===== src/rtl/tw_reg_pkg.sv =====
package tw_reg_pkg;
  typedef enum logic [2:0] {
    ST_IDLE, ST_ADDR, ST_AACK, ST_WBYTE, ST_WACK, ST_RBYTE, ST_RACK, ST_IGNORE
  } twState_e;

  typedef struct packed {
    logic cntClr;
    logic rxShift;
    logic txLoad;
    logic txShift;
    logic ptrLoad;
    logic ptrInc;
    logic wrStb;
  } twStrobe_t;
endpackage


===== src/rtl/tw_reg_dp.sv =====
module tw_reg_dp
  import tw_reg_pkg::*;
#(
  parameter int NUM_REGS = 16,
  localparam int PTR_W = $clog2(NUM_REGS)
) (
  input  logic             clk,
  input  logic             rstN,
  input  twStrobe_t        stb,
  input  logic             sdaBit,
  input  logic [7:0]       regRdData,
  output logic [7:0]       rxByte,
  output logic [3:0]       bitCnt,
  output logic             txBit,
  output logic [PTR_W-1:0] regAddr,
  output logic             regWrEn,
  output logic [7:0]       regWrData
);
  localparam logic [PTR_W-1:0] LAST_REG = PTR_W'(NUM_REGS - 1);

  logic [7:0]       shReg;
  logic [PTR_W-1:0] ptr;

  always_ff @(posedge clk or negedge rstN) begin
    if (!rstN) begin
      shReg  <= '0;
      bitCnt <= '0;
      ptr    <= '0;
    end else begin
      if (stb.txLoad) begin
        shReg  <= regRdData;
        bitCnt <= '0;
      end else if (stb.rxShift) begin
        shReg  <= {shReg[6:0], sdaBit};
        bitCnt <= bitCnt + 4'd1;
      end else if (stb.txShift) begin
        shReg  <= {shReg[6:0], 1'b0};
        bitCnt <= bitCnt + 4'd1;
      end else if (stb.cntClr) begin
        bitCnt <= '0;
      end
      if (stb.ptrLoad) ptr <= shReg[PTR_W-1:0];
      else if (stb.ptrInc) ptr <= (ptr == LAST_REG) ? '0 : ptr + PTR_W'(1);
    end
  end

  assign rxByte    = shReg;
  assign txBit     = shReg[7];
  assign regAddr   = ptr;
  assign regWrEn   = stb.wrStb;
  assign regWrData = shReg;


  ptr_step_chk: assert property (@(posedge clk) disable iff (!rstN)
    (stb.ptrInc && !stb.ptrLoad) |=>
      regAddr == (($past(regAddr) == LAST_REG) ? '0 : $past(regAddr) + PTR_W'(1)));
endmodule


===== src/rtl/tw_reg_ctrl.sv =====
module tw_reg_ctrl
  import tw_reg_pkg::*;
#(
  parameter logic [5:0] ADDR_PREFIX = 6'b010100
) (
  input  logic       clk,
  input  logic       rstN,
  input  logic       sclIn,
  input  logic       sdaIn,
  input  logic       addrSel,
  input  logic [7:0] rxByte,
  input  logic [3:0] bitCnt,
  input  logic       txBit,
  output twStrobe_t  stb,
  output logic       sdaBit,
  output logic       sdaOe
);
  logic [1:0] sclSync, sdaSync;
  logic       sclPrev, sdaPrev, sclS, sdaS;
  logic       startDet, stopDet, sclRise, sclFall;
  twState_e   state, nState;
  logic       isRead, readNext, firstByte, firstNext, hostAck, ackNext, oeNext;
  logic       addrHit;

  always_ff @(posedge clk or negedge rstN) begin
    if (!rstN) begin
      sclSync <= 2'b11;
      sdaSync <= 2'b11;
      sclPrev <= 1'b1;
      sdaPrev <= 1'b1;
    end else begin
      sclSync <= {sclSync[0], sclIn};
      sdaSync <= {sdaSync[0], sdaIn};
      sclPrev <= sclSync[1];
      sdaPrev <= sdaSync[1];
    end
  end

  assign sclS     = sclSync[1];
  assign sdaS     = sdaSync[1];
  assign sdaBit   = sdaS;
  assign startDet = sclS && sclPrev && sdaPrev && !sdaS;
  assign stopDet  = sclS && sclPrev && !sdaPrev && sdaS;
  assign sclRise  = sclS && !sclPrev;
  assign sclFall  = !sclS && sclPrev;
  assign addrHit  = (rxByte[7:1] == {ADDR_PREFIX, addrSel});

  always_comb begin
    stb       = '0;
    nState    = state;
    oeNext    = sdaOe;
    readNext  = isRead;
    firstNext = firstByte;
    ackNext   = hostAck;
    if (stopDet) begin
      nState = ST_IDLE;
      oeNext = 1'b0;
    end else if (startDet) begin
      nState     = ST_ADDR;
      stb.cntClr = 1'b1;
      oeNext     = 1'b0;
    end else begin
      unique case (state)
        ST_ADDR: begin
          if (sclRise && bitCnt < 4'd8) stb.rxShift = 1'b1;
          if (sclFall && bitCnt == 4'd8) begin
            if (addrHit) begin
              oeNext   = 1'b1;
              readNext = rxByte[0];
              nState   = ST_AACK;
            end else begin
              nState = ST_IGNORE;
            end
          end
        end
        ST_AACK: if (sclFall) begin
          oeNext = 1'b0;
          if (isRead) begin
            stb.txLoad = 1'b1;
            nState     = ST_RBYTE;
          end else begin
            stb.cntClr = 1'b1;
            firstNext  = 1'b1;
            nState     = ST_WBYTE;
          end
        end
        ST_WBYTE: begin
          if (sclRise && bitCnt < 4'd8) stb.rxShift = 1'b1;
          if (sclFall && bitCnt == 4'd8) begin
            oeNext    = 1'b1;
            firstNext = 1'b0;
            nState    = ST_WACK;
            if (firstByte) stb.ptrLoad = 1'b1;
            else begin
              stb.wrStb  = 1'b1;
              stb.ptrInc = 1'b1;
            end
          end
        end
        ST_WACK: if (sclFall) begin
          oeNext     = 1'b0;
          stb.cntClr = 1'b1;
          nState     = ST_WBYTE;
        end
        ST_RBYTE: begin
          if (!sclS) oeNext = !txBit;
          if (sclFall) begin
            if (bitCnt == 4'd7) begin
              oeNext     = 1'b0;
              stb.ptrInc = 1'b1;
              nState     = ST_RACK;
            end else begin
              stb.txShift = 1'b1;
            end
          end
        end
        ST_RACK: begin
          if (sclRise) ackNext = !sdaS;
          if (sclFall) begin
            if (hostAck) begin
              stb.txLoad = 1'b1;
              nState     = ST_RBYTE;
            end else begin
              nState = ST_IGNORE;
            end
          end
        end
        default: ;
      endcase
    end
  end

  always_ff @(posedge clk or negedge rstN) begin
    if (!rstN) begin
      state     <= ST_IDLE;
      sdaOe     <= 1'b0;
      isRead    <= 1'b0;
      firstByte <= 1'b0;
      hostAck   <= 1'b0;
    end else begin
      state     <= nState;
      sdaOe     <= oeNext;
      isRead    <= readNext;
      firstByte <= firstNext;
      hostAck   <= ackNext;
    end
  end


  stop_idle_chk: assert property (@(posedge clk) disable iff (!rstN)
    stopDet |=> (state == ST_IDLE && !sdaOe));

  start_addr_chk: assert property (@(posedge clk) disable iff (!rstN)
    startDet |=> (state == ST_ADDR && bitCnt == 4'd0));

  sda_lowscl_chk: assert property (@(posedge clk) disable iff (!rstN)
    !$stable(sdaOe) |-> !sclS);

  ignore_quiet_chk: assert property (@(posedge clk) disable iff (!rstN)
    (state == ST_IGNORE && !startDet) |-> (!sdaOe && stb == '0));

  write_dir_chk: assert property (@(posedge clk) disable iff (!rstN)
    stb.wrStb |-> !isRead);
endmodule


===== src/rtl/tw_reg_client.sv =====
module tw_reg_client
  import tw_reg_pkg::*;
#(
  parameter int NUM_REGS = 16,
  parameter logic [5:0] ADDR_PREFIX = 6'b010100,
  localparam int PTR_W = $clog2(NUM_REGS)
) (
  input  logic             clk,
  input  logic             rstN,
  input  logic             sclIn,
  input  logic             sdaIn,
  input  logic             addrSel,
  output logic             sdaOe,
  output logic [PTR_W-1:0] regAddr,
  output logic             regWrEn,
  output logic [7:0]       regWrData,
  input  logic [7:0]       regRdData
);
  twStrobe_t  stb;
  logic [7:0] rxByte;
  logic [3:0] bitCnt;
  logic       txBit, sdaBit;

  tw_reg_ctrl #(.ADDR_PREFIX(ADDR_PREFIX)) uCtrl (
    .clk(clk), .rstN(rstN), .sclIn(sclIn), .sdaIn(sdaIn), .addrSel(addrSel),
    .rxByte(rxByte), .bitCnt(bitCnt), .txBit(txBit), .stb(stb),
    .sdaBit(sdaBit), .sdaOe(sdaOe)
  );

  tw_reg_dp #(.NUM_REGS(NUM_REGS)) uDp (
    .clk(clk), .rstN(rstN), .stb(stb), .sdaBit(sdaBit), .regRdData(regRdData),
    .rxByte(rxByte), .bitCnt(bitCnt), .txBit(txBit), .regAddr(regAddr),
    .regWrEn(regWrEn), .regWrData(regWrData)
  );
endmodule


===== config.mk =====
export PLATFORM = sky130hd
export DESIGN_NAME = tw_reg_client
export DESIGN_NICKNAME = d
export VERILOG_FILES = /design/src/rtl/tw_reg_pkg.sv /design/src/rtl/tw_reg_dp.sv /design/src/rtl/tw_reg_ctrl.sv /design/src/rtl/tw_reg_client.sv
export SDC_FILE = /design/constraint.sdc
export NUM_CORES = 1
export LEC_CHECK = 0
export ABC_AREA = 1
export BUFFER_PORTS_ARGS = -buffer_cell sky130_fd_sc_hd__buf_4
export CORE_MARGIN = 8
export CORE_UTILIZATION = 56
export CTS_CLUSTER_DIAMETER = 120
export CTS_CLUSTER_SIZE = 24
export DETAILED_ROUTE_END_ITERATION = 12
export GPL_TIMING_DRIVEN = 0
export PLACE_DENSITY = 0.87
export SLEW_MARGIN = 20
export SYNTH_ARGS = -nofsm -noshare
export SYNTH_HDL_FRONTEND = slang
export SYNTH_SLANG_ARGS = --single-unit

===== constraint.sdc =====
create_clock -name clk -period 1.6 [get_ports clk]
set_input_delay 0.08 -clock clk [delete_from_list [all_inputs] [get_ports clk]]
set_output_delay 0.08 -clock clk [all_outputs]
set_load 0.05 [all_outputs]

==> results of run 1 <==
## kinds of logic (layout without fill, tap and decap cells)
group | after synthesis | in the layout | synth area share [%]
simple gates | 125 | 125 | 34.3
flops | 29 | 29 | 42.2
buf+inv | 33 | 103 | 7.93
fa+ha+maj | 3 | 3 | 2.16
compound gates | 32 | 32 | 12.3
xor+xnor | 2 | 2 | 1.01
## final cells by class
type	count	share of cell area [%]
buffer	2	0.768
clock buffer	6	1.69
clock inverter	2	0.409
inverter	31	5.07
multi-input combinational	162	40.1
sequential	29	30.1
tap	33	1.69
timing repair buffer	62	20.1
## synthesized netlist by cell type, types with 4 or more instances
library cell / count
nand2_1: 63
dfrtp_1: 23
inv_1: 20
nand3_1: 19
nor2_1: 16
inv_2: 10
nand2_2: 8
o21ai_0: 7
o21ai_1: 7
dfstp_2: 6
o211ai_1: 6
nor2_2: 4
nor2_4: 4
## flip-flops by register name (all words and copies together) (netlist names)
| signal | cells |
|---|---|
| uCtrl.sdaSync | 2 |
| uDp.regWrData | 8 |
| uDp.bitCnt | 4 |
| uCtrl.sclPrev | 1 |
| uCtrl.isRead | 1 |
| uCtrl.state | 3 |
| uCtrl.sdaOe | 1 |
| uCtrl.sclSync | 2 |
| uDp.regAddr | 4 |
| uCtrl.firstByte | 1 |
| uCtrl.hostAck | 1 |
| uCtrl.sdaPrev | 1 |
## report_power, final
| part | internal, mW | switching [mW] | total [mW] |
|---|---|---|---|
| logic | 0.908 | 1.51 | 2.42 |
| registers | 0.946 | 0.234 | 1.18 |
| clock network | 0.167 | 0.268 | 0.435 |
## per-stage QoR
| stage | instances | total power [mW] | TNS [ns] | setup slack [ns] |
|---|---|---|---|---|
| 2_1_floorplan | 224 | 2.60 | 0 | 0.0726 |
| 3_3_place_gp | 283 | 3.03 | -0.0956 | -0.0273 |
| 3_5_place_dp | 283 | 3.07 | -0.206 | -0.0592 |
| 4_1_cts | 314 | 3.65 | -0.0619 | -0.0619 |
| 5_1_grt | 327 | 4.31 | -1.93 | -0.176 |
| 6_report | 327 | 4.03 | -0.425 | -0.0612 |
## timing repair
action / CTS / global route
hold buffers: 10 / 0
setup endpoints to repair: 8 / 21
gates resized for setup: 13 / 26
cloned: 1 / 0
setup buffers: 12 / 13
hold endpoints to repair: 38 / 0
pin swaps: 4 / 15
## placed cells by master (no fill, tap or decap), drive strengths merged
cell	n
o211ai	9
and2	1
inv	31
or2	2
dfstp	6
clkbuf	6
buf	54
o2111ai	1
a31oi	2
ha	3
nor3	2
dlygate4sd3	10
o21ai	16
nand3	21
a21oi	3
xor2	1
nor2	24
dfrtp	23
nand2	72
clkinv	2
a21boi	1
nand4	3
xnor2	1
## per-layer routing
metal	GRT usage [%]	wire, µm	up-vias
met5	0	0	-
met1	22.6	1950	864
li1	-	-	868
met4	7.71	244	0
met3	5.44	374	29
met2	34.8	2800	95
## worst max-delay path, cell delays in order, from the launching register on
cell and delay [ns]:
dfstp_2 0.56, inv_2 0.05, or2_1 0.24, nor3_2 0.24
nor2_4 0.10, buf_6 0.14, nand3_1 0.10, o211ai_1 0.12
## path summary, 6_finish.rpt
check | end | slack (ns) | depth (start not counted)
setup / recovery | uDp.regWrData[2] | -0.06 | 7
hold / removal | uDp.regWrData[5] | 0.02 | 3
setup reg to reg | uDp.regWrData[2] | -0.06 | 7
hold reg to reg | uCtrl.sclSync[1] | 0.36 | 0
max in group asynchronous | uCtrl.sdaPrev | 1.07 | 2
min in group asynchronous | uDp.regWrData[1] | 0.21 | 2
==> impl_metrics.py, run 1 <==
metrics = {
    "placed_design": {
        "dp_hpwl_um": 2900,
        "placed_area_um2": 1970,
        "finalWeightedCongestion": 0.909,
        "port_buffers": 26,
    },
    "sta": {
        "relSlewSlack_pct": 75.2,
        "setup_viol": 15,
        "fin_crit_ns": 1.66,
        "slew_violations": 0,
        "hold_slack_ns": 0.0183,
        "min_period_over_period_pct": 104,
        "finalHoldViolCount": 0,
        "max_freq_mhz": 602,
        "setup_ws_ns": -0.0612,
        "fin_skew_ns": 0.0150,
        "rsz0062_at_grt": "yes",
        "worstMarginPinSlew_ns": 0.372,
    },
    "worst_setup_path": {
        "r2r-start": "uCtrl.sclSync[1]",
        "critPathRequiredTime_ns": 1.82,
        "cp_max_fo": 5,
        "crit_type": "flip-flop to flip-flop",
        "crit_start": "uCtrl.sclSync[1]",
        "crit_path_end_kind": "flip-flop",
        "start_kind": "flip-flop",
        "arrival_ns": 1.88,
    },
    "logic_synthesis": {
        "synthCells": 224,
        "synth-edff-count": 0,
        "synth_cell_types": 33,
        "netlist_area_um2": 1740,
        "synth_top_area_share_pct": 33.2,
        "synth.area.top_cells": "dfrtp_1 (33%), nand2_1 (14%), dfstp_2 (9.1%), nand3_1 (5.5%), inv_1 (4.3%)",
        "yosysTopAreaCell": "dfrtp_1",
        "ys_seq_area_share_pct": 42.2,
        "syn_nets": 240,
        "synthArstFlopShare_pct": 100,
        "syn_avg_cell_area_um2": 7.75,
        "ys_warn_count": 0,
        "synth-seq-cells": 29,
        "synthFlopType": "dfrtp_1",
    },
    "layout": {
        "fillers": 170,
        "drive_gt1_share_pct": 44.9,
        "nets": 309,
        "regArea_um2": 737,
        "multi_input_area_um2": 981,
        "utilization_pct": 81.4,
        "area_growth_pct": 40.9,
        "antennaDiodeCount": 0,
        "stdcell_area_um2": 2440,
    },
    "clock_network": {
        "clk_latency_ns": 0.34,
        "cts_buffers": 5,
        "htree_levels": 2,
        "cts-root-buf": "clkbuf_4",
        "clk_pin_slew_ns": 0.10,
        "clock-sinks": 29,
        "cts_buffer_depth": 2,
        "cts_tree": "built",
    },
    "drt": {
        "wl_per_cell_um": 16.4,
        "wirelength_um": 5370,
        "dr.first_iter.drc_count": 168,
        "first_pass_iters": 4,
        "dr_total_vias": 1856,
        "drc": 0,
        "drtAntennaViolNets": 0,
        "drt-vias-per-instance": 5.68,
    },
    "floorplan": {
        "io_pins": 27,
        "core_region_area_um2": 3000,
        "die_w_um": 71.7,
        "die_area_um2": 5140,
        "initial_core_util_pct": 57.8,
        "dieHeight_um": 71.7,
        "std_cell_rows": 20,
    },
    "power": {
        "leakage_nw": 1.19,
        "powerDensity_nw_per_um2": 1650,
        "ir_worst_vdd_mv": 1.02,
    },
    "global_routing": {
        "grt_use_total_pct": 20.0,
        "grt_pass1_vias": 1810,
        "grt_max_degree": 30,
        "grt_pass1_wl_um": 8220,
        "grt_antenna_before_repair": 0,
        "overflow": 0,
    },
    "run": {
        "drv_cap": 0,
    },
    "run_status": {
        "status": "complete, but fails checks",
        "violations": "negative setup slack",
    },
    "hold_path": {
        "min_path_type": "primary input to flip-flop",
        "min-delay-start": "regRdData[5]",
    },
}
(Power assumes the default switching activity.)
==> inputs of run 2 (changes only) <==
- CORE_MARGIN: 8 -> not set
==> run 2 against run 1 <==
Against the previous run: the run ends with design-rule violations, negative hold slack, negative setup slack left; highest routed layer unchanged; global-route usage up 9.1 points; clock skew down 0.0058 ns; hold slack got worse by 0.028 ns; sequential power rose by 3%; clock power barely moved; setup slack got worse by 0.052 ns; sequential cell count is the same; combinational power increased by 2%.
==> impl_metrics.py, run 2 (synthesis gave the netlist of run 1 again) <==
metrics = {
    "sta": {
        "setup_ws_ns": -0.114,
        "finalHoldViolCount": 1,
        "max_freq_mhz": 584,
        "fin_crit_ns": 1.71,
        "relSlewSlack_pct": 75.9,
        "slew_violations": 0,
        "fin_skew_ns": 0.00920,
        "rsz0062_at_grt": "yes",
        "hold_slack_ns": -0.00985,
        "worstMarginPinSlew_ns": 0.362,
        "setup_viol": 17,
        "min_period_over_period_pct": 107,
    },
    "layout": {
        "area_growth_pct": 38.1,
        "utilization_pct": 84.0,
        "fillers": 139,
        "antennaDiodeCount": 0,
        "final_common_cell": "nand2_1",
        "drive_gt1_share_pct": 43.4,
        "largest_reg_flops": 8,
        "finalNonFillerCells": 312,
        "multi_input_area_um2": 1030,
        "regArea_um2": 737,
        "layout_common_cells": "nand2_1 (52), buf_4 (40), inv_1 (20), dfrtp_1 (20), nand2_2 (15)",
        "nets": 296,
    },
    "global_routing": {
        "grt.busiest_layer": "met2",
        "use_met2_pct": 50.3,
        "grt_pass1_wl_um": 7330,
        "grt_pass1_vias": 1669,
        "grt_max_degree": 30,
        "overflow": 0,
        "met3_usage_pct": 6.92,
        "grt_use_total_pct": 29.1,
        "grtUsageMet1_pct": 35.5,
        "grt_antenna_before_repair": 0,
    },
    "placed_design": {
        "dp_cells": 281,
        "finalWeightedCongestion": 0.872,
        "dp_hpwl_um": 2820,
        "port_buffers": 26,
    },
    "clock_network": {
        "cts_buffers": 5,
        "htree_levels": 2,
        "clk_pin_slew_ns": 0.09,
        "cts_buffer_depth": 2,
        "cts-root-buf": "clkbuf_4",
        "clk_latency_ns": 0.34,
        "clock-sinks": 29,
        "cts_tree": "built",
    },
    "worst_setup_path": {
        "crit_type": "flip-flop to flip-flop",
        "r2r_cells": 12,
        "arrival_ns": 1.94,
        "crit_path_end_kind": "flip-flop",
        "path_common_cell": "nand2_1",
        "start_kind": "flip-flop",
        "r2r-start": "uCtrl.sclSync[1]",
        "max_stage_delay_ns": 0.60,
        "crit_start": "uCtrl.sclSync[1]",
        "rrSetupSlack_ns": -0.11,
        "slowest_stage": "dfstp_2",
        "cp_max_fo": 6,
        "reg2reg_to": "uCtrl.sdaOe",
        "critPathRequiredTime_ns": 1.83,
        "crit_chain": "inv_2 > nand2_4 > inv_4 > nand3_4 > buf_4 > nand2_4 > nand2_2 > inv_2 > nand2_1 > nand2_1 > nand3_1 > nand2_1",
    },
    "drt": {
        "drt-vias-per-instance": 6.07,
        "wl_per_cell_um": 18.7,
        "dr_total_vias": 1895,
        "drtAntennaViolNets": 0,
        "drc": 1,
        "wirelength_um": 5830,
        "dr.first_iter.drc_count": 155,
        "first_pass_iters": 9,
    },
    "floorplan": {
        "die_w_um": 57.7,
        "core_region_area_um2": 2850,
        "die_area_um2": 3330,
        "dieHeight_um": 57.7,
        "initial_core_util_pct": 60.8,
        "io_pins": 27,
        "std_cell_rows": 19,
    },
    "run_status": {
        "status": "complete, but fails checks",
        "violations": "design-rule violations, negative hold slack, negative setup slack",
    },
    "hold_path": {
        "min-delay-start": "regRdData[7]",
        "min_path_type": "primary input to flip-flop",
        "whs_endpoint": "uDp.regWrData[7]",
        "hold_depth": 3,
    },
    "power": {
        "ir_worst_vdd_mv": 1.45,
        "powerDensity_nw_per_um2": 1720,
        "leakage_nw": 1.15,
    },
    "run": {
        "drv_cap": 0,
    },
}
run 2: cell count changes in the layout (fill, tap and decap cells not counted), sizes merged:
cell,before,now
buf,54,43
dlygate4sd3,10,8
run 2: cell type report:
class	instances	area share (%)
Timing Repair Buffer	49	16.2
Multi-Input combinational cell	162	43.2
Buffer	2	0.783
Inverter	31	5.27
Clock inverter	2	0.418
Sequential cell	29	30.8
Tap cell	31	1.62
Clock buffer	6	1.72
run 2: timing repair:
action | in CTS | in global routing
resized for setup | 13 | 35
cloned | 0 | 1
buffers inserted | 6 | 8
hold buffers | 8 | 0
pin swaps | 2 | 7
endpoints found under the setup margin | 13 | 21
endpoints found under the hold margin | 36 | 0
run 2: worst max path at each step:
stage / cells after the start / end
3_3_place_gp: 7 / uCtrl.state[1]
4_1_cts: 7 / regWrEn
5_1_grt: 11 / uCtrl.sdaOe
6_report: 12 / uCtrl.sdaOe
2_1_floorplan: 11 / uCtrl.sdaOe
3_5_place_dp: 7 / uCtrl.state[2]
run 2: power by group:
group | switching (mW) | internal [mW] | leakage (nW)
sequential | 0.274 | 0.946 | 0.356
combinational | 1.61 | 0.840 | 0.759
clock | 0.270 | 0.167 | 0.0320
run 2: metal layers:
layer	wire length, µm	share of wire, %
met5	0	0
met4	348	6.0
met3	435	7.5
met2	2900	50
met1	2150	37
run 2: critical path: cells and delay by family (launching register included):
family        cells  cell delay [ns]
buf+inv           4             0.31
flops             1             0.60
simple gates      8             0.71
run 2: per-stage QoR:
step | cell area (µm²) | worst slack, ns | TNS [ns] | total power, mW
floorplan | 1740 | 0.0726 | 0 | 2.60
global placement | 1970 | -0.0142 | -0.0359 | 3.02
detailed placement | 1970 | -0.0409 | -0.192 | 3.07
CTS | 2200 | -0.0219 | -0.0252 | 3.61
global route | 2400 | -0.199 | -2.01 | 4.32
finish | 2400 | -0.114 | -0.742 | 4.11
==> inputs of run 3 (changes only) <==
- PLACE_DENSITY: 0.87 -> 0.78
==> run 3 against run 2 <==
Against the previous run: the run ends with negative setup slack left; count of clock-buffer cells in the layout unchanged; hold slack better by 0.010 ns; global-route usage fell by 1.3 points; non-clock buffer count up 7; final cell count increased by 2.2%; clock power up 51%; die area unchanged; sequential cell count did not move; critical path type unchanged; largest power group unchanged; highest routed layer unchanged.
==> impl_metrics.py, run 3 (synthesis gave the netlist of run 1 again) <==
metrics = {
    "run_status": {
        "status": "complete, but fails checks",
        "violations": "negative setup slack",
    },
    "worst_setup_path": {
        "arrival_ns": 1.90,
        "critPathRequiredTime_ns": 1.84,
        "cp_max_fo": 4,
        "crit_path_end_kind": "flip-flop",
        "crit_type": "flip-flop to flip-flop",
        "start_kind": "flip-flop",
    },
    "drt": {
        "drtAntennaViolNets": 0,
        "dr_total_vias": 1835,
        "wl_per_cell_um": 15.7,
        "drt-vias-per-instance": 5.75,
        "dr.first_iter.drc_count": 162,
        "wirelength_um": 5000,
        "drc": 0,
        "first_pass_iters": 5,
    },
    "sta": {
        "min_period_over_period_pct": 104,
        "rsz0062_at_grt": "yes",
        "fin_skew_ns": 0.0125,
        "finalHoldViolCount": 0,
        "fin_crit_ns": 1.66,
        "hold_slack_ns": 0.000587,
        "setup_viol": 11,
        "setup_ws_ns": -0.0636,
        "max_freq_mhz": 601,
        "slew_violations": 0,
        "worstMarginPinSlew_ns": 0.365,
        "relSlewSlack_pct": 75.7,
    },
    "placed_design": {
        "finalWeightedCongestion": 0.867,
        "port_buffers": 26,
        "dp_hpwl_um": 2630,
        "placed_area_um2": 1970,
    },
    "power": {
        "leakage_nw": 1.18,
        "total_power_mw": 4.24,
        "ir_worst_vdd_mv": 1.19,
        "powerDensity_nw_per_um2": 1720,
    },
    "run": {
        "drv_cap": 0,
    },
    "clock_network": {
        "clk_pin_slew_ns": 0.10,
        "cts_buffer_depth": 2,
        "clock-sinks": 29,
        "htree_levels": 2,
        "cts_buffers": 5,
        "cts-root-buf": "clkbuf_4",
        "clk_latency_ns": 0.34,
        "cts_tree": "built",
    },
    "global_routing": {
        "grt_pass1_vias": 1603,
        "grt_max_degree": 30,
        "use_met2_pct": 47.8,
        "grtUsageMet1_pct": 35.7,
        "overflow": 0,
        "grt.busiest_layer": "met2",
        "grt_pass1_wl_um": 7030,
        "grt_antenna_before_repair": 0,
        "met3_usage_pct": 5.13,
        "grt_use_total_pct": 27.8,
    },
    "floorplan": {
        "dieHeight_um": 57.7,
        "std_cell_rows": 19,
        "die_w_um": 57.7,
        "io_pins": 27,
        "initial_core_util_pct": 60.8,
        "die_area_um2": 3330,
        "core_region_area_um2": 2850,
    },
    "layout": {
        "layout_common_cells": "nand2_1 (53), buf_4 (47), dfrtp_1 (19), inv_1 (18), nand3_1 (17)",
        "antennaDiodeCount": 0,
        "area_growth_pct": 42.0,
        "largest_reg_flops": 8,
        "stdcell_area_um2": 2460,
        "drive_gt1_share_pct": 44.8,
        "nets": 303,
        "final_common_cell": "nand2_1",
    },
    "hold_path": {
        "min_path_type": "primary input to flip-flop",
    },
}
==> run 3: cell count changes in the layout (fill, tap and decap cells not counted), sizes merged <==
cell and change:
clkinv -2, buf +7, clkinvlp +1, bufinv +1
==> run 3: layout make-up <==
| type | instances | area (µm²) |
|---|---|---|
| fill | 152 | 388 |
| buffer | 2 | 18.8 |
| multi-input combinational | 162 | 1000 |
| tap | 31 | 38.8 |
| clock buffer | 6 | 51.3 |
| sequential | 29 | 738 |
| clock inverter | 2 | 37.5 |
| timing repair buffer | 56 | 448 |
| inverter | 31 | 131 |
==> run 3: worst max-delay path: stages (launching register included) <==
cell,delay [ns]
dfrtp_1,0.43
ha_2,0.22
nand2_2,0.08
nor2_4,0.14
nand2_2,0.10
nand2_2,0.09
nand2_2,0.06
nor2_1,0.12
nand2_1,0.08
nand2_2,0.07
nand2_2,0.07
nand2_1,0.08
nand2_1,0.05
==> run 3: report_power, final <==
part           internal (mW)  switching, mW  leakage [nW]  total (mW)
combinational          0.889           1.49         0.778        2.38
sequential             0.948          0.257         0.355        1.21
clock                  0.371          0.287        0.0445       0.658
total                   2.21           2.03          1.18        4.24
==> run 3: path summary, 6_finish.rpt <==
path | slack (ns) | startpoint | to | depth (start not counted)
min in group asynchronous | 0.18 | rstN | uDp.regWrData[3] | 2
min reg2reg | 0.36 | uCtrl.sclSync[0] | uCtrl.sclSync[1] | 0
min | 0.0006 | regRdData[4] | uDp.regWrData[4] | 3
max reg2reg | -0.06 | uDp.bitCnt[0] | uCtrl.state[1] | 12
max | -0.06 | uDp.bitCnt[0] | uCtrl.state[1] | 12
max in group asynchronous | 1.09 | rstN | uCtrl.sdaPrev | 2
==> run 3: repair_timing <==
action,CTS,global route
endpoints found under the hold margin,36,0
pin swaps,2,11
resized for setup,13,35
buffers inserted,7,14
gates cloned,0,1
hold buffers,8,0
setup endpoints to repair,12,21
==> run 3: through the flow <==
stage | instances | utilization (%) | TNS (ns) | worst slack (ns)
2_1_floorplan | 224 | - | 0 | 0.0726
3_3_place_gp | 281 | 69.1 | -0.169 | -0.0458
3_5_place_dp | 281 | 69.1 | -0.198 | -0.0593
4_1_cts | 304 | 78.5 | -0.0359 | -0.0359
5_1_grt | 319 | 86.4 | -1.87 | -0.153
6_report | 319 | 86.4 | -0.282 | -0.0636
==> run 3: layer usage <==
metal	part of all wire [%]	routed length [µm]
met1	38	1890
met2	53	2630
met3	6.2	309
met4	3.6	179
met5	0	0
